<file path="config.mk">
export PLATFORM = sky130hd
export DESIGN_NAME = wbuf_top
export DESIGN_NICKNAME = d
export VERILOG_FILES = /design/src/rtl/wbuf_pkg.sv /design/src/rtl/wbuf_intake.sv /design/src/rtl/wbuf_fifo.sv /design/src/rtl/wbuf_hazard.sv /design/src/rtl/wbuf_top.sv
export SDC_FILE = /design/constraint.sdc
export NUM_CORES = 1
export LEC_CHECK = 0
export ABC_AREA = 1
export ABC_CLOCK_PERIOD_IN_PS = 3300
export BUFFER_PORTS_ARGS = -buffer_cell sky130_fd_sc_hd__clkbuf_2
export CAP_MARGIN = 20
export CORE_MARGIN = 3
export CORE_UTILIZATION = 38
export CTS_CLUSTER_DIAMETER = 150
export DETAILED_ROUTE_END_ITERATION = 8
export PLACE_DENSITY_LB_ADDON = 0.2
export SLEW_MARGIN = 20
export SYNTH_ARGS = -nofsm -noshare
export SYNTH_HDL_FRONTEND = slang
export SYNTH_SLANG_ARGS = --single-unit
</file>
<file path="constraint.sdc">
create_clock -name clk_i -period 3.3 [get_ports clk_i]
set_input_delay 0.33 -clock clk_i [delete_from_list [all_inputs] [get_ports clk_i]]
set_output_delay 0.33 -clock clk_i [all_outputs]
set_load 0.02 [all_outputs]
</file>
<file path="src/rtl/wbuf_pkg.sv">
package wbuf_pkg;
  typedef enum logic [1:0] {
    WK_UNCACHED = 2'd0,
    WK_WTHRU    = 2'd1,
    WK_LINE     = 2'd2,
    WK_SINGLE   = 2'd3
  } wr_kind_e;
endpackage

</file>
<file path="src/rtl/wbuf_intake.sv">
module wbuf_intake
  import wbuf_pkg::*;
#(
  parameter int DEPTH = 4
) (
  input  logic       clk_i,
  input  logic       rst_ni,
  input  logic       req_valid_i,
  input  logic [1:0] req_kind_i,
  input  logic       empty_i,
  input  logic       full_i,
  output logic       req_ready_o,
  output logic       push_o,
  output logic       push_blk_o,
  output logic       push_last_o,
  output logic       line_open_o
);
  localparam int CW = (DEPTH > 1) ? $clog2(DEPTH) : 1;

  logic [CW-1:0] beat_q;
  logic          open_q;
  logic          is_line;

  assign is_line = (req_kind_i == WK_LINE);

  // a line starts from empty; singles wait while a line is partly in
  always_comb begin
    if (is_line) req_ready_o = open_q | empty_i;
    else         req_ready_o = !open_q & !full_i;
  end

  assign push_o      = req_valid_i & req_ready_o;
  assign push_blk_o  = is_line;
  assign push_last_o = is_line & (beat_q == CW'(DEPTH-1));
  assign line_open_o = open_q;

  always_ff @(posedge clk_i or negedge rst_ni) begin
    if (!rst_ni) begin
      beat_q <= '0;
      open_q <= 1'b0;
    end else if (push_o && is_line) begin
      if (push_last_o) begin
        beat_q <= '0;
        open_q <= 1'b0;
      end else begin
        beat_q <= beat_q + CW'(1);
        open_q <= 1'b1;
      end
    end
  end

  // beat counter only runs while a line is open
  a_r6_beat_idle: assert property (@(posedge clk_i) disable iff (!rst_ni)
    !open_q |-> beat_q == '0);
endmodule

</file>
<file path="src/rtl/wbuf_fifo.sv">
module wbuf_fifo #(
  parameter int DEPTH = 4,
  parameter int AW    = 32,
  parameter int DW    = 64,
  parameter int BEW   = DW/8
) (
  input  logic                      clk_i,
  input  logic                      rst_ni,
  input  logic                      push_i,
  input  logic [AW-1:0]             push_addr_i,
  input  logic [DW-1:0]             push_data_i,
  input  logic [BEW-1:0]            push_be_i,
  input  logic                      push_blk_i,
  input  logic                      push_last_i,
  input  logic                      pop_i,
  input  logic                      hold_blk_i,
  output logic                      head_valid_o,
  output logic [AW-1:0]             head_addr_o,
  output logic [DW-1:0]             head_data_o,
  output logic [BEW-1:0]            head_be_o,
  output logic                      head_blk_o,
  output logic                      head_last_o,
  output logic                      full_o,
  output logic                      empty_o,
  output logic [DEPTH-1:0]          vld_o,
  output logic [DEPTH-1:0][AW-1:0]  ent_addr_o
);
  localparam int PW  = (DEPTH > 1) ? $clog2(DEPTH) : 1;
  localparam int CNW = $clog2(DEPTH+1);

  typedef struct packed {
    logic [AW-1:0]  addr;
    logic [DW-1:0]  data;
    logic [BEW-1:0] be;
    logic           blk;
    logic           last;
  } ent_t;

  ent_t            ent_q [DEPTH];
  logic [DEPTH-1:0] vld_q;
  logic [PW-1:0]   wr_q, rd_q;
  logic [CNW-1:0]  cnt_q;
  ent_t            head;

  function automatic logic [PW-1:0] nxt(input logic [PW-1:0] p);
    return (p == PW'(DEPTH-1)) ? '0 : p + PW'(1);
  endfunction

  genvar gi;
  generate
    for (gi = 0; gi < DEPTH; gi++) begin : g_ent
      always_ff @(posedge clk_i or negedge rst_ni) begin
        if (!rst_ni) begin
          vld_q[gi] <= 1'b0;
          ent_q[gi] <= '0;
        end else begin
          if (push_i && wr_q == PW'(gi)) begin
            ent_q[gi] <= '{addr: push_addr_i, data: push_data_i, be: push_be_i,
                           blk: push_blk_i, last: push_last_i};
            vld_q[gi] <= 1'b1;
          end else if (pop_i && rd_q == PW'(gi)) begin
            vld_q[gi] <= 1'b0;
          end
        end
      end
      assign ent_addr_o[gi] = ent_q[gi].addr;
    end
  endgenerate

  always_ff @(posedge clk_i or negedge rst_ni) begin
    if (!rst_ni) begin
      wr_q  <= '0;
      rd_q  <= '0;
      cnt_q <= '0;
    end else begin
      if (push_i) wr_q <= nxt(wr_q);
      if (pop_i)  rd_q <= nxt(rd_q);
      cnt_q <= cnt_q + CNW'(push_i) - CNW'(pop_i);
    end
  end

  assign head    = ent_q[rd_q];
  assign empty_o = (cnt_q == '0);
  assign full_o  = (cnt_q == CNW'(DEPTH));
  assign vld_o   = vld_q;

  // block beats wait until the whole line is inside
  assign head_valid_o = !empty_o && !(head.blk && hold_blk_i);
  assign head_addr_o  = head.addr;
  assign head_data_o  = head.data;
  assign head_be_o    = head.be;
  assign head_blk_o   = head.blk;
  assign head_last_o  = head.last;

  a_r3_no_overflow: assert property (@(posedge clk_i) disable iff (!rst_ni)
    push_i |-> cnt_q < CNW'(DEPTH) || pop_i);
  a_r4_no_underflow: assert property (@(posedge clk_i) disable iff (!rst_ni)
    pop_i |-> vld_q[rd_q]);
  a_r3_count_consistent: assert property (@(posedge clk_i) disable iff (!rst_ni)
    $countones(vld_q) == int'(cnt_q));
endmodule

</file>
<file path="src/rtl/wbuf_hazard.sv">
module wbuf_hazard #(
  parameter int DEPTH = 4,
  parameter int AW    = 32,
  parameter int OFFB  = 3
) (
  input  logic                     clk_i,
  input  logic                     rst_ni,
  input  logic                     rd_check_i,
  input  logic [AW-1:0]            rd_addr_i,
  input  logic [DEPTH-1:0]         vld_i,
  input  logic [DEPTH-1:0][AW-1:0] ent_addr_i,
  input  logic                     empty_i,
  output logic                     hazard_o
);
  localparam logic [AW-1:0] WORD_MASK = ~AW'((64'd1 << OFFB) - 64'd1);

  logic [DEPTH-1:0] hit;

  genvar gi;
  generate
    for (gi = 0; gi < DEPTH; gi++) begin : g_cmp
      assign hit[gi] = vld_i[gi] && (((ent_addr_i[gi] ^ rd_addr_i) & WORD_MASK) == '0);
    end
  endgenerate

  assign hazard_o = rd_check_i && (|hit);

  a_r9_hazard_needs_entry: assert property (@(posedge clk_i) disable iff (!rst_ni)
    hazard_o |-> !empty_i);
endmodule

</file>
<file path="src/rtl/wbuf_top.sv">
module wbuf_top
  import wbuf_pkg::*;
#(
  parameter int DEPTH = 4,
  parameter int AW    = 32,
  parameter int DW    = 64,
  parameter int BEW   = DW/8
) (
  input  logic            clk_i,
  input  logic            rst_ni,
  input  logic            req_valid_i,
  input  logic [1:0]      req_kind_i,
  input  logic [AW-1:0]   req_addr_i,
  input  logic [DW-1:0]   req_data_i,
  input  logic [BEW-1:0]  req_be_i,
  output logic            req_ready_o,
  output logic            mem_valid_o,
  input  logic            mem_ready_i,
  output logic [AW-1:0]   mem_addr_o,
  output logic [DW-1:0]   mem_data_o,
  output logic [BEW-1:0]  mem_be_o,
  output logic            mem_burst_o,
  output logic            mem_last_o,
  output logic            full_o,
  output logic            empty_o,
  input  logic            rd_check_i,
  input  logic [AW-1:0]   rd_addr_i,
  output logic            hazard_o
);
  localparam int OFFB = (BEW > 1) ? $clog2(BEW) : 0;

  logic                     push, push_blk, push_last, line_open, pop;
  logic [BEW-1:0]           push_be;
  logic [DEPTH-1:0]         vld;
  logic [DEPTH-1:0][AW-1:0] ent_addr;

  wbuf_intake #(.DEPTH(DEPTH)) u_intake (
    .clk_i       (clk_i),
    .rst_ni      (rst_ni),
    .req_valid_i (req_valid_i),
    .req_kind_i  (req_kind_i),
    .empty_i     (empty_o),
    .full_i      (full_o),
    .req_ready_o (req_ready_o),
    .push_o      (push),
    .push_blk_o  (push_blk),
    .push_last_o (push_last),
    .line_open_o (line_open)
  );

  // line beats always write the full word
  assign push_be = push_blk ? '1 : req_be_i;
  assign pop     = mem_valid_o & mem_ready_i;

  wbuf_fifo #(.DEPTH(DEPTH), .AW(AW), .DW(DW), .BEW(BEW)) u_fifo (
    .clk_i        (clk_i),
    .rst_ni       (rst_ni),
    .push_i       (push),
    .push_addr_i  (req_addr_i),
    .push_data_i  (req_data_i),
    .push_be_i    (push_be),
    .push_blk_i   (push_blk),
    .push_last_i  (push_last),
    .pop_i        (pop),
    .hold_blk_i   (line_open),
    .head_valid_o (mem_valid_o),
    .head_addr_o  (mem_addr_o),
    .head_data_o  (mem_data_o),
    .head_be_o    (mem_be_o),
    .head_blk_o   (mem_burst_o),
    .head_last_o  (mem_last_o),
    .full_o       (full_o),
    .empty_o      (empty_o),
    .vld_o        (vld),
    .ent_addr_o   (ent_addr)
  );

  wbuf_hazard #(.DEPTH(DEPTH), .AW(AW), .OFFB(OFFB)) u_hazard (
    .clk_i      (clk_i),
    .rst_ni     (rst_ni),
    .rd_check_i (rd_check_i),
    .rd_addr_i  (rd_addr_i),
    .vld_i      (vld),
    .ent_addr_i (ent_addr),
    .empty_i    (empty_o),
    .hazard_o   (hazard_o)
  );

  a_r1_status_exclusive: assert property (@(posedge clk_i) disable iff (!rst_ni)
    !(full_o && empty_o));
  a_r4_hold_stable: assert property (@(posedge clk_i) disable iff (!rst_ni)
    mem_valid_o && !mem_ready_i |=> mem_valid_o && $stable(mem_addr_o) &&
      $stable(mem_data_o) && $stable(mem_be_o) && $stable(mem_last_o));
  a_r5_line_from_empty: assert property (@(posedge clk_i) disable iff (!rst_ni)
    push && push_blk && !line_open |-> empty_o);
  a_r7_burst_back_to_back: assert property (@(posedge clk_i) disable iff (!rst_ni)
    mem_valid_o && mem_ready_i && mem_burst_o && !mem_last_o |=> mem_valid_o && mem_burst_o);
  a_r8_single_blocked_in_line: assert property (@(posedge clk_i) disable iff (!rst_ni)
    line_open && push |-> push_blk);
endmodule

</file>
**Word-level counts from Yosys, hierarchy flattened**

Cells that the tools add are included.

- Register bits: 438

- Equality and inequality tests: 9
- Mux-type cells: 17
- $add $sub $neg: 5
- Reductions and logical operators: 32
- Order comparisons: 1
- Bitwise logic cells: 10

Operators with widths:

| cell | count |
|---|---|
| 106-bit binary-select mux with 2-bit select | 1 |
| 106-bit 2-to-1 mux | 2 |
| 32-bit zero test | 4 |
| 32-bit XOR | 4 |
| 1-bit logical AND | 16 |
| 2-bit == test, second input constant | 6 |
| 1-bit 2-to-1 mux | 10 |
| 8-bit 2-to-1 mux | 1 |
| 2-bit nonzero test | 4 |
| 2-bit by 1-bit adder with 2-bit output, second input constant | 3 |
| 2-bit 2-to-1 mux | 3 |
| 1-bit AND | 4 |
| 2-bit by 1-bit == test with 1-bit output, second input constant | 2 |
| 1-bit zero test | 4 |
| 2-bit zero test | 2 |
| 4-bit OR reduction | 1 |
| 3-bit by 1-bit adder with 3-bit output | 1 |
| 3-bit == test, second input constant | 1 |
| 3-bit >= comparator, second input constant | 1 |
| 3-bit zero test | 1 |
| 2-bit NOT with 3-bit output | 1 |
| 3-bit by 1-bit subtractor with 3-bit output | 1 |
| 1-bit OR | 1 |

**Depth between registers and ports, before layout**

Gate-level depths: netlist of run 1.

- Word-level depth: 11
- Mapped depth: 14

**By module**

A second synthesis of run 1 with hierarchy kept.

- Cells, all modules: 2,749
- Area, all modules: 21,818.4 um^2

By module, submodules not included:

| module | area each (um^2) | cells an instance | instances | sequential area each (um^2) |
|---|---|---|---|---|
| wbuf_fifo | 19,570.0 | 2,264 | 1 | 10,885.4 |
| wbuf_hazard | 1,966.9 | 443 | 1 | 0.0 |
| wbuf_intake | 210.2 | 23 | 1 | 75.1 |
| wbuf_top | 71.3 | 19 | 1 | 0.0 |

**Least setup slack after synthesis of run 1**

OpenSTA, ideal clock, no wires.

- Path type: reg-to-reg
- Start: reg u_fifo.rd_q[1]
- End: reg u_fifo.cnt_q[2]
- Arrival: 2,377 ps
- Slack: 801 ps
- Clock period less this slack: 2,499 ps
- Stages on the path, launching flop included: 15
- Path buffers: 1
- Library setup time: 123 ps
- Data required time: 3,177 ps
- Cells stage by stage: dfrtp_1 -> clkbuf_1 -> clkinv_1 -> a21oi_1 -> o21ai_0 -> nand2_1 -> nand2_1 -> nand2_1 -> nor2_1 -> ha_1 -> inv_1 -> ha_1 -> inv_1 -> fa_1 -> xnor2_1

- Longest elaborated chain between the ends: 9

Ends and longest elaborated chain:

| what | line | text |
|---|---|---|
| start: declaration | wbuf_fifo.sv:41 | `logic [PW-1:0] wr_q, rd_q;` |
| start signal: assignment | wbuf_fifo.sv:77 | `if (pop_i) rd_q <= nxt(rd_q);` |
| 2-bit NOT with 3-bit output (implied by the code) | wbuf_fifo.sv:82 | `assign head = ent_q[rd_q];` |
| 106-bit binary-select mux with 2-bit select | wbuf_fifo.sv:82 |  |
| 106-bit 2-to-1 mux (implied by the code) (2 in series) | wbuf_fifo.sv:82 |  |
| via mem_burst_o | wbuf_top.sv:22 | `output logic mem_burst_o,` |
| 1-bit logical AND | wbuf_fifo.sv:88 | `assign head_valid_o = !empty_o && !(head.blk && hold_blk_i);` |
| 1-bit zero test | wbuf_fifo.sv:88 |  |
| 1-bit logical AND | wbuf_fifo.sv:88 |  |
| 1-bit AND | wbuf_top.sv:53 | `assign pop = mem_valid_o & mem_ready_i;` |
| via pop | wbuf_top.sv:32 | `logic push, push_blk, push_last, line_open, pop;` |
| 3-bit by 1-bit subtractor with 3-bit output | wbuf_fifo.sv:78 | `cnt_q <= cnt_q + CNW'(push_i) - CNW'(pop_i);` |
| end signal: assignment | wbuf_fifo.sv:78 |  |
| end: declaration | wbuf_fifo.sv:42 | `logic [CNW-1:0] cnt_q;` |

The timed path passes the listed nets, and every way through them passes these cells. The select of a mux whose other input is x is not followed.
A chain may end at the register's enable or synchronous reset.

**Worst setup path in the final report of run 1**

- Start: reg u_fifo.rd_q[0]
- End: out mem_data_o[58]

- Longest elaborated chain between the ends: 4

Ends and longest elaborated chain:

| what | line | text |
|---|---|---|
| 2-bit NOT with 3-bit output (implied by the code) | wbuf_fifo.sv:82 |  |
| 106-bit binary-select mux with 2-bit select | wbuf_fifo.sv:82 |  |
| 106-bit 2-to-1 mux (implied by the code) (2 in series) | wbuf_fifo.sv:82 |  |
| end: declaration | wbuf_top.sv:20 | `output logic [DW-1:0] mem_data_o,` |

No other way between the ends. The select of a mux whose other input is x is not followed.

==> key figures, run 1 <==
Place
  – Post-Place Setup Slack: slightly above 0.7 ns
  – Post-Place Cell Area: 0.0234 mm²
  – I/O Buffers: 250
  – HPWL reported at the end of detailed placement: 41900 µm
  – Gpl congestion: 0.891
  – Placed cells: 3782

Timing
  – Hold WS: 0.0487 ns
  – Slew @ Worst Pin: 1.10 ns
  – Endpoints failing hold: 0
  – TNS Setup: 0 ns
  – Setup WS post-layout: 0.240 ns
  – Rel. slew slack: 0.268
  – RSZ-0062 raised after global routing: no
  – Setup Skew: 0.0158 ns
  – Fin crit period: 3.06 ns
  – Max Freq: 327 MHz
  – Final Setup Violations: 0
  – Fin crit share: 0.927
  – Final Max Slew Viols: 0

Worst setup path
  – Crit path buffers/inverters: 2
  – Critical path's slowest cell: buf_4
  – Crit path largest cell delay: 0.81 ns
  – WS Path Type: reg -> out
  – R2r setup slk: 0.92 ns
  – RR Startpoint: u_fifo.rd_q[0]$_DFFE_PN0P_
  – R2r endpoint: u_fifo.cnt_q[2]$_DFF_PN0_
  – Critical path data arrival time: 2.73 ns
  – Worst EP required: 2.97 ns
  – Cell Chain, Critical Path: buf_4 -> o21ai_0 -> o22ai_1 -> clkbuf_2
  – Critical Path Start Type: flip-flop
  – CP Max Fanout: 98
  – R2R depth: 13
  – Worst setup EP type: primary output
  – CP delay by family, top: buffers and inverters

Yosys
  – Post-Synth Adder-Cell Area: 0.00732
  – Ys flop type: dfrtp_1
  – Synth warnings: 0
  – Mapped Nets: just over 3000
  – Synthesized instance count: between 2000 and 3000
  – Area leader, netlist: dfrtp_1
  – Synth Area in Simple Gates: 0.293
  – Largest family of logic cells by synthesized area: simple AND/OR/NAND/NOR gates
  – Post-synth ARST share: 1.00
  – Area share of the leading cell type in the synthesized netlist: 0.509
  – Ranking of synthesized cells by area: dfrtp_1 (51%), nand2_1 (24%), o21ai_0 (6.8%)
  – Complex-gate fraction of the synthesized area: 0.111
  – Xor and xnor area share after synthesis: 0.0126
  – Unique masters post-synth: 32
  – Synthesized area: around 0.022 mm²
  – Synthesis-stage register bit count: 438
  – Mux contribution to synthesized area: 0
  – Post-synth EDFFs: 0
  – Mapped Avg Cell Area: 7.39 µm²
  – Register area share after synthesis: 0.509

Global route
  – Largest net degree at the start of global routing: 127
  – Grt ovf: 0
  – GRT Total Usage: 0.239
  – First-pass GRT wire length: 112000 µm
  – Initial antenna violation count: 8
  – Vias in the first global route: 19500

Run
  – Max Cap Viol: 0

Layout
  – Number of fill cells: 5473
  – Fraction of layout cells with a size suffix above 1: 0.123
  – Final Non-Filler Cells: 3967
  – Post-layout util: 0.469
  – Fin nets: between 3000 and 4000
  – Final instance area: 0.0261 mm²
  – Commonest non-fill, non-tap cells in the layout: nand2_1 (1396), dfrtp_1 (436), o21ai_0 (291)
  – Commonest non-fill, non-tap cell in the layout: nand2_1
  – P&R area growth vs syn: 21.2%

Route
  – WL/cell: 18.1 µm
  – DRC viols: 0
  – TritonRoute pass-1 iters: 6
  – Via density per instance: 5.05
  – Final ANT Viol Nets: 0
  – Via count: approximately 20000
  – Iter 0 DRT Violations: 1693
  – Routed wire length: just over 70000 µm

CTS
  – Longest Clk Path Bufs: 3
  – Total CTS buffers: 52
  – CTS tree: built
  – Worst-Skew Late Latency: 0.60 ns
  – CTS Sinks: 438
  – Clk pin slew, worst setup/hold paths: 0.06 ns
  – Clk root buf: clkbuf_16
  – H-tree level count: 2

Floorplanning
  – Die area: around 0.06 mm²
  – Core Area: 0.0556 mm²
  – Die Y: around 240 µm
  – # IOs: 254
  – Initial Util: 0.387
  – Num rows: 86
  – Die width: about 240 µm

Worst hold path
  – Hold Path Stages: 3
  – Hold Path Sink: u_fifo.ent_addr_o[78]$_DFFE_PN0P_
  – Hold wc startpoint: req_addr_i[14]
  – Min-Delay Path Class: in -> reg

Pwr
  – Pwr Density: between 1000 and 1500 mW/mm²
  – VDD IR max: 0.824 mV
  – Leak Pwr: 13.7 nW
  – Total Power: 27.4 mW

Outcome
  – Status: completed
[state kept, by name, summed over array words and instances, names as in the netlist]
register,count
u_fifo.cnt_q,3
u_fifo.ent_addr_o,128
u_fifo.ent_q,296
u_fifo.rd_q,2
u_fifo.vld_o,4
u_fifo.wr_q,2
u_intake.beat_q,2
u_intake.line_open_o,1
[power breakdown]
| group | switching (mW) | internal (mW) | total [mW] |
|---|---|---|---|
| clock | 2.29 | 3.54 | 5.82 |
| combinational | 8.25 | 3.93 | 12.2 |
| sequential | 1.52 | 7.89 | 9.41 |
[how the worst max path moves through the flow]
stage | endpoint | slack, ns | depth (start not counted) | start
2_1_floorplan | u_fifo.cnt_q[2]$_DFF_PN0_ | 0.80 | 14 | u_fifo.rd_q[1]$_DFFE_PN0P_
3_5_place_dp | u_fifo.ent_q[12]$_DFFE_PN0P_ | 0.72 | 11 | req_kind_i[1]
4_1_cts | mem_data_o[58] | 0.25 | 4 | u_fifo.rd_q[0]$_DFFE_PN0P_
5_1_grt | mem_data_o[54] | 0.09 | 4 | u_fifo.rd_q[0]$_DFFE_PN0P_
3_3_place_gp | u_fifo.ent_q[10]$_DFFE_PN0P_ | 0.79 | 12 | req_kind_i[1]
6_report | mem_data_o[58] | 0.24 | 4 | u_fifo.rd_q[0]$_DFFE_PN0P_
[synthesized netlist by cell type, types with 10 or more instances]
cell type and instances:
o21ai_0 291, o21ai_1 11, a21oi_1 56, clkbuf_1 91
nand4_1 10, dfrtp_1 438, buf_2 42, nor2_1 227
o22ai_1 87, inv_1 155, xnor2_1 31, nand2_1 1396
ha_1 11, buf_6 18
[cells by family after synthesis]
logic type	after synthesis
and+or+nand+nor	1655
buffers and inverters	327
adders and majority gates	12
xor gates and xnor gates	31
AOI/OAI and AO/OA	451
DFF	438
[timing repair]
item	4_1_cts	5_1_grt
setup buffers	0	0
hold buffers	92	0
endpoints found under the hold margin	414	0
resized for setup	0	0
setup endpoints to repair	0	0
[final cells by class]
type / instances / area (µm²) / area share
inverters: 165 / 646 / 0.0247
multi-input cells: 2149 / 9140 / 0.350
clock buffers: 76 / 1580 / 0.0606
clock inverters: 15 / 171 / 0.00657
repair buffers: 374 / 2660 / 0.102
well taps: 748 / 936 / 0.0358
flip-flops and latches: 438 / 11000 / 0.420
diodes: 2 / 5.00 / 0.000192
[routing by layer]
metal | vias to the layer above | wire length, µm | GRT usage
li1 | 9617 | - | -
met1 | 9591 | 30900 | 0.320
met2 | 707 | 33600 | 0.387
met3 | 107 | 5560 | 0.0520
met4 | 14 | 1670 | 0.0735
met5 | - | 88 | 0
[worst reg2reg max path: stages (launching register included)]
cell     delay (ns)
dfrtp_4        0.52
inv_6          0.09
a21oi_1        0.06
o21ai_0        0.07
nand2_1        0.11
nand2_1        0.07
nand2_1        0.06
nor2_1         0.24
ha_1           0.29
inv_1          0.05
ha_1           0.13
inv_1          0.05
fa_1           0.40
xnor2_1        0.13
(Power assumes the default switching activity.)
==> run 2, diff against run 1 <==
--- a/config.mk
+++ b/config.mk
@@ -5,10 +5,11 @@
 export SDC_FILE = /design/constraint.sdc
 export NUM_CORES = 1
 export LEC_CHECK = 0
-export ABC_AREA = 1
+export ABC_AREA = 0
 export ABC_CLOCK_PERIOD_IN_PS = 3300
 export BUFFER_PORTS_ARGS = -buffer_cell sky130_fd_sc_hd__clkbuf_2
 export CAP_MARGIN = 20
+export CORE_ASPECT_RATIO = 0.7
 export CORE_MARGIN = 3
 export CORE_UTILIZATION = 38
 export CTS_CLUSTER_DIAMETER = 150
==> key figures, run 2 <==
Outcome
  – Status: completed (unchanged)

Layout
  – Fraction of layout cells with a size suffix above 1: 0.541 (was 0.123)
  – Number of fill cells: 4791 (was 5473)
  – Largest Register: u_fifo.ent_q (unchanged)
  – Fin nets: 1718 (was 3335)
  – Max reg flops: 296 (unchanged)
  – Commonest non-fill, non-tap cell in the layout: dfrtp_1 (was nand2_1)
  – Commonest non-fill, non-tap cells in the layout: dfrtp_1 (436), mux2_2 (330), clkbuf_2 (249) (was nand2_1 (1396), dfrtp_1 (436), o21ai_0 (291))
  – P&R area growth vs syn: 17.9% (was 21.2%)

Timing
  – Setup Skew: 0.0246 ns (was 0.0158 ns)
  – Rel. slew slack: 0.323 (was 0.268)
  – Slew @ Worst Pin: 1.02 ns (was 1.10 ns)
  – Fin crit period: 2.90 ns (was 3.06 ns)
  – Final Setup Violations: 0 (unchanged)
  – TNS Setup: 0 ns (unchanged)
  – Endpoints failing hold: 0 (unchanged)
  – Max Freq: 345 MHz (was 327 MHz)
  – RSZ-0062 raised after global routing: no (unchanged)
  – Fin crit share: 0.879 (was 0.927)
  – Final Max Slew Viols: 0 (unchanged)

Floorplanning
  – Initial Util: 0.389 (was 0.387)
  – Num rows: 70 (was 86)
  – Core Area: 0.0527 mm² (was 0.0556 mm²)
  – Die Y: 200 µm (was 244 µm)
  – # IOs: 254 (unchanged)
  – Die area: 0.0568 mm² (was 0.0596 mm²)
  – Die width: 284 µm (was 244 µm)

Route
  – DRC viols: 0 (unchanged)
  – Iter 0 DRT Violations: 673 (was 1693)
  – Final ANT Viol Nets: 0 (unchanged)
  – Via count: 12100 (was 20000)
  – TritonRoute pass-1 iters: 5 (was 6)
  – WL/cell: 22.5 µm (was 18.1 µm)
  – Via density per instance: 5.22 (was 5.05)
  – Routed wire length: 52100 µm (was 71800 µm)

Worst hold path
  – Min-Delay Path Class: in -> reg (unchanged)
  – Hold Path Stages: 2 (was 3)
  – Hold wc startpoint: req_addr_i[29] (was req_addr_i[14])
  – Hold Path Sink: u_fifo.ent_addr_o[93]$_DFFE_PN0P_ (was u_fifo.ent_addr_o[78]$_DFFE_PN0P_)

Yosys
  – Synthesized area: 0.0205 mm² (was 0.0215 mm²)
  – Most common cell in the synthesized netlist: dfrtp_1 (was nand2_1)
  – Synth warnings: 0 (unchanged)
  – Synthesis-stage register bit count: 438 (unchanged)
  – Register area share after synthesis: 0.535 (was 0.509)
  – Mapped Avg Cell Area: 15.6 µm² (was 7.39 µm²)
  – Unique masters post-synth: 35 (was 32)
  – Post-synth EDFFs: 0 (unchanged)
  – Synthesized instance count: 1310 (was 2914)
  – Ys flop type: dfrtp_1 (unchanged)
  – Area share of the leading cell type in the synthesized netlist: 0.535 (was 0.509)
  – Ranking of synthesized cells by area: dfrtp_1 (53%), mux2_2 (18%), mux4_2 (12%) (was dfrtp_1 (51%), nand2_1 (24%), o21ai_0 (6.8%))
  – Post-synth ARST share: 1.00 (unchanged)
  – Synth top cells by count: dfrtp_1 (438), mux2_2 (330), mux4_2 (106), xor2_1 (80), mux2_4 (56) (was nand2_1 (1396), dfrtp_1 (438), o21ai_0 (291), nor2_1 (227), inv_1 (155))
  – Mapped Nets: 1465 (was 3069)
  – Area leader, netlist: dfrtp_1 (unchanged)

Pwr
  – Total Power: 26.9 mW (was 27.4 mW)
  – VDD IR max: 0.447 mV (was 0.824 mV)
  – Leak Pwr: 10.8 nW (was 13.7 nW)
  – Pwr Density: 1120 mW/mm² (was 1050 mW/mm²)

Run
  – Max Cap Viol: 0 (unchanged)

Global route
  – First-pass GRT wire length: 81700 µm (was 112000 µm)
  – GRT Total Usage: 0.185 (was 0.239)
  – Grt ovf: 0 (unchanged)
  – Largest net degree at the start of global routing: 82 (was 127)
  – Initial antenna violation count: 3 (was 8)
  – Vias in the first global route: 13100 (was 19500)

CTS
  – Longest Clk Path Bufs: 3 (unchanged)
  – H-tree level count: 2 (unchanged)
  – CTS tree: built (unchanged)
  – Clk pin slew, worst setup/hold paths: 0.06 ns (about the same)
  – CTS Sinks: 438 (unchanged)
  – Worst-Skew Late Latency: 0.57 ns (was 0.60 ns)
  – Clk root buf: clkbuf_16 (unchanged)
  – Total CTS buffers: 46 (was 52)
  – Post-cts resize count: 0 (unchanged)

Place
  – I/O Buffers: 250 (unchanged)
  – Gpl congestion: 0.850 (was 0.891)
  – HPWL reported at the end of detailed placement: 34400 µm (was 41900 µm)

Worst setup path
  – Worst setup EP type: primary output (unchanged)
  – Critical path data arrival time: 2.57 ns (was 2.73 ns)
  – Worst EP required: 2.97 ns (about the same)
  – WS Path Type: reg -> out (unchanged)
  – Cell Chain, Critical Path: buf_4 -> mux4_2 -> clkbuf_2 (was buf_4 -> o21ai_0 -> o22ai_1 -> clkbuf_2)
  – R2r setup slk: 0.67 ns (was 0.92 ns)
  – R2R depth: 10 (was 13)
  – R2r endpoint: u_fifo.cnt_q[2]$_DFF_PN0_ (unchanged)
  – RR Startpoint: u_fifo.rd_q[0]$_DFFE_PN0P_ (unchanged)
  – Critical path's slowest cell: buf_4 (unchanged)
  – Critical Path Start Type: flip-flop (unchanged)
  – CP Max Fanout: 40 (was 98)
  – Crit path largest cell delay: 0.68 ns (was 0.81 ns)
==> run 2: cell count changes after synthesis, sizes merged, moves of 106 or more <==
cell,previous run,this run
nor2,228,9
mux2,0,386
nand2,1400,48
inv,162,7
o21ai,304,44
mux4,0,106
==> run 2: logic make-up (layout without fill, tap and decap cells) <==
kind of cell,after synthesis,in the layout,synth area share
muxes,492,492,0.339
DFF,438,438,0.535
xor gates and xnor gates,118,118,0.0504
and+or+nand+nor,107,107,0.0263
buffers and inverters,86,369,0.0227
AOI/OAI and AO/OA,57,57,0.0189
adders and majority gates,12,12,0.00770
other,0,2,0
==> run 2: what timing repair did <==
item / CTS / global route
hold buffers: 1 / 0
setup buffers: 0 / 0
endpoints found under the hold margin: 56 / 0
==> run 2: worst max-delay path, delay by kind of cell (launching register included) <==
| kind | cells | cell delay [ns] |
|---|---|---|
| buffers and inverters | 2 | 0.86 |
| DFF | 1 | 0.44 |
| muxes | 1 | 0.66 |
==> run 2: layer usage <==
layer,routed length [µm],vias up,track usage,share of wire
met1,24100,6429,0.260,0.46
met4,979,2,0.0450,0.019
met5,13,-,0,0.00025
met2,23800,274,0.286,0.46
met3,3200,73,0.0488,0.061
li1,-,5306,-,-
==> run 2: stage by stage <==
step / instances / utilization / worst slack (ns) / hold slack [ns] / area (µm²)
after floorplan: 1310 / - / 0.375 / 0.0344 / 20500
after global placement: 2234 / 0.429 / 0.697 / 0.378 / 22600
after detailed placement: 2234 / 0.429 / 0.601 / 0.379 / 22600
after CTS: 2313 / 0.458 / 0.303 / 0.00448 / 24100
after global routing: 2315 / 0.458 / 0.212 / 0.0191 / 24200
final: 2315 / 0.458 / 0.400 / 0.0407 / 24200
==> run 2: power by group <==
part           switching (mW)  leakage, nW  internal, mW
Combinational            5.95         4.79          6.04
Clock                    2.14        0.745          3.03
Sequential               1.68         5.26          8.09
==> run 2: area by class of cell <==
class / instances / area, µm² / share of cell area
Clock buffer: 70 / 1420 / 0.0589
Clock inverter: 8 / 72.6 / 0.00300
Inverter: 7 / 26.3 / 0.00109
Antenna cell: 2 / 5.00 / 0.000207
Tap cell: 720 / 901 / 0.0373
Timing Repair Buffer: 284 / 1690 / 0.0701
Multi-Input combinational cell: 786 / 9060 / 0.375
Sequential cell: 438 / 11000 / 0.454
==> run 2: worst max-delay path by stage <==
| stage | to | slack [ns] | from | depth (start not counted) |
|---|---|---|---|---|
| 4_1_cts | mem_data_o[49] | 0.30 | u_fifo.rd_q[0]$_DFFE_PN0P_ | 3 |
| 3_5_place_dp | u_fifo.cnt_q[2]$_DFF_PN0_ | 0.60 | req_kind_i[1] | 11 |
| 2_1_floorplan | u_fifo.cnt_q[2]$_DFF_PN0_ | 0.37 | u_fifo.rd_q[0]$_DFFE_PN0P_ | 12 |
| 5_1_grt | mem_data_o[49] | 0.21 | u_fifo.rd_q[0]$_DFFE_PN0P_ | 3 |
| 6_report | mem_data_o[49] | 0.40 | u_fifo.rd_q[0]$_DFFE_PN0P_ | 3 |
| 3_3_place_gp | u_fifo.cnt_q[2]$_DFF_PN0_ | 0.70 | req_kind_i[1] | 11 |
==> run 3, diff against run 2 <==
--- a/config.mk
+++ b/config.mk
@@ -9,6 +9,8 @@
 export ABC_CLOCK_PERIOD_IN_PS = 3300
 export BUFFER_PORTS_ARGS = -buffer_cell sky130_fd_sc_hd__clkbuf_2
 export CAP_MARGIN = 20
+export CELL_PAD_IN_SITES_DETAIL_PLACEMENT = 0
+export CELL_PAD_IN_SITES_GLOBAL_PLACEMENT = 2
 export CORE_ASPECT_RATIO = 0.7
 export CORE_MARGIN = 3
 export CORE_UTILIZATION = 38
==> key figures, run 3 (synthesis gave the netlist of run 2 again) <==
Route
  – Routed wire length: 52100 µm (about the same)
  – Iter 0 DRT Violations: 465 (was 673)
  – Via density per instance: 5.14 (was 5.22)
  – TritonRoute pass-1 iters: 4 (was 5)
  – Final ANT Viol Nets: 0 (unchanged)
  – DRC viols: 0 (unchanged)
  – Via count: 11900 (was 12100)
  – WL/cell: 22.5 µm (about the same)

Timing
  – Max Freq: 338 MHz (was 345 MHz)
  – Slew @ Worst Pin: 1.01 ns (was 1.02 ns)
  – Setup WS post-layout: 0.338 ns (was 0.400 ns)
  – RSZ-0062 raised after global routing: no (unchanged)
  – Final Max Slew Viols: 0 (unchanged)
  – Hold WS: 0.0422 ns (was 0.0407 ns)
  – Fin crit share: 0.898 (was 0.879)
  – Final Setup Violations: 0 (unchanged)
  – Rel. slew slack: 0.328 (was 0.323)
  – Fin crit period: 2.96 ns (was 2.90 ns)
  – TNS Setup: 0 ns (unchanged)
  – Setup Skew: 0.0198 ns (was 0.0246 ns)
  – Endpoints failing hold: 0 (unchanged)

Layout
  – Max reg flops: 296 (unchanged)
  – Largest Register: u_fifo.ent_q (unchanged)
  – Ant diodes: 0 (was 2)
  – Commonest non-fill, non-tap cell in the layout: dfrtp_1 (unchanged)
  – Fraction of layout cells with a size suffix above 1: 0.538 (was 0.541)
  – P&R area growth vs syn: 18.5% (was 17.9%)
  – Commonest non-fill, non-tap cells in the layout: dfrtp_1 (436), mux2_2 (330), clkbuf_2 (249) (unchanged)
  – Fin nets: 1715 (was 1718)
  – Post-layout util: 0.461 (was 0.458)

Worst setup path
  – R2R depth: 10 (unchanged)
  – Cell Chain, Critical Path: buf_12 -> mux4_2 -> clkbuf_2 (was buf_4 -> mux4_2 -> clkbuf_2)
  – RR Startpoint: u_fifo.cnt_q[1]$_DFF_PN0_ (was u_fifo.rd_q[0]$_DFFE_PN0P_)
  – Worst setup EP type: primary output (unchanged)
  – Worst EP required: 2.97 ns (about the same)
  – WS Path Type: reg -> out (unchanged)
  – Crit path buffers/inverters: 2 (unchanged)
  – CP delay by family, top: buffers and inverters (unchanged)
  – Critical path data arrival time: 2.63 ns (was 2.57 ns)
  – Crit path largest cell delay: 0.74 ns (was 0.68 ns)
  – Critical Path Start Type: flip-flop (unchanged)
  – R2r endpoint: u_fifo.cnt_q[2]$_DFF_PN0_ (unchanged)
  – CP Max Fanout: 109 (was 40)
  – Critical path's slowest cell: buf_12 (was buf_4)
  – R2r setup slk: 0.58 ns (was 0.67 ns)

Pwr
  – VDD IR max: 0.718 mV (was 0.447 mV)
  – Pwr Density: 1130 mW/mm² (was 1120 mW/mm²)
  – NetSw: 9.76 mW (was 9.77 mW)
  – P_int: 17.6 mW (was 17.2 mW)
  – Seq pwr share: 0.356 (was 0.363)
  – Leak Pwr: 10.8 nW (about the same)
  – Combinational Power Share: 0.437 (was 0.445)
  – Total Power: 27.4 mW (was 26.9 mW)
  – Net Sw Frac: 0.357 (was 0.363)
  – Clock power share: 0.206 (was 0.192)

Place
  – Gpl congestion: 0.834 (was 0.850)
  – I/O Buffers: 250 (unchanged)
  – Post-Place Setup Slack: 0.507 ns (was 0.601 ns)
  – HPWL reported at the end of detailed placement: 33500 µm (was 34400 µm)

CTS
  – Worst-Skew Late Latency: 0.57 ns (about the same)
  – Total CTS buffers: 47 (was 46)
  – Clk pin slew, worst setup/hold paths: 0.06 ns (about the same)
  – Post-CTS Setup Bufs: 0 (unchanged)
  – Clk root buf: clkbuf_16 (unchanged)
  – CTS tree: built (unchanged)
  – H-tree level count: 2 (unchanged)
  – Longest Clk Path Bufs: 3 (unchanged)
  – CTS Sinks: 438 (unchanged)

Global route
  – First-pass GRT wire length: 81300 µm (was 81700 µm)
  – Largest net degree at the start of global routing: 110 (was 82)
  – Vias in the first global route: 12700 (was 13100)
  – Grt ovf: 0 (unchanged)
  – GRT Total Usage: 0.184 (was 0.185)
  – Initial antenna violation count: 2 (was 3)

Floorplanning
  – Initial Util: 0.389 (unchanged)
  – Die width: 284 µm (unchanged)
  – Core Area: 0.0527 mm² (unchanged)
  – Die Y: 200 µm (unchanged)
  – # IOs: 254 (unchanged)
  – Num rows: 70 (unchanged)
  – Die area: 0.0568 mm² (unchanged)

Worst hold path
  – Hold wc startpoint: req_addr_i[15] (was req_addr_i[29])
  – Min-Delay Path Class: in -> reg (unchanged)
  – Hold Path Stages: 2 (unchanged)
  – Hold Path Sink: u_fifo.ent_addr_o[111]$_DFFE_PN0P_ (was u_fifo.ent_addr_o[93]$_DFFE_PN0P_)

Run
  – Max Cap Viol: 0 (unchanged)

Outcome
  – Status: completed (unchanged)
[run 3: cell types whose count changed in the layout (fill, tap and decap cells not counted), sizes merged]
cell	delta
clkinv	-2
bufinv	+6
diode	-2
dlygate4sd3	+1
inv	-1
clkinvlp	+1
buf	-5
clkbuf	+1
[run 3: stage by stage]
stage / cells / instance area (µm²)
4_1_cts: 2314 / 24300
6_report: 2314 / 24300
5_1_grt: 2314 / 24300
3_3_place_gp: 2229 / 22600
2_1_floorplan: 1310 / 20500
3_5_place_dp: 2229 / 22600
[run 3: worst max path at each step]
stage                                     from                         to  slack, ns  cells past startpoint
finish              u_fifo.rd_q[0]$_DFFE_PN0P_                mem_be_o[5]       0.34                      3
global route        u_fifo.rd_q[0]$_DFFE_PN0P_                mem_be_o[5]       0.13                      3
CTS                 u_fifo.rd_q[0]$_DFFE_PN0P_             mem_addr_o[17]       0.22                      3
detailed placement               req_kind_i[1]  u_fifo.cnt_q[2]$_DFF_PN0_       0.51                     11
global placement                 req_kind_i[1]  u_fifo.cnt_q[2]$_DFF_PN0_       0.53                     11
floorplan           u_fifo.rd_q[0]$_DFFE_PN0P_  u_fifo.cnt_q[2]$_DFF_PN0_       0.37                     12
[run 3: timing repair]
item                      CTS  global route
resized for setup           0             0
hold endpoints to repair   66             0
hold buffers                2             0
[run 3: cell type report]
cell class	count	area (µm²)
Clock buffer	71	1410
Clock inverter	12	238
Fill cell	4756	28400
Inverter	7	26.3
Multi-Input combinational cell	786	9060
Sequential cell	438	11000
Tap cell	720	901
Timing Repair Buffer	280	1680
[run 3: power groups by stage]
stage	Combinational [mW]	Sequential [mW]	Clock, mW
after detailed placement	12.2	9.80	0
final	12.0	9.76	5.65
after global placement	12.0	9.71	0
after floorplan	8.87	9.26	0
after CTS	12.2	9.73	5.84
after global routing	12.9	10.1	6.06
[run 3: layer usage]
layer	wire length, µm	global-route usage
met1	24700	0.268
met2	23500	0.279
met3	3170	0.0505
met4	738	0.0341
met5	25	0
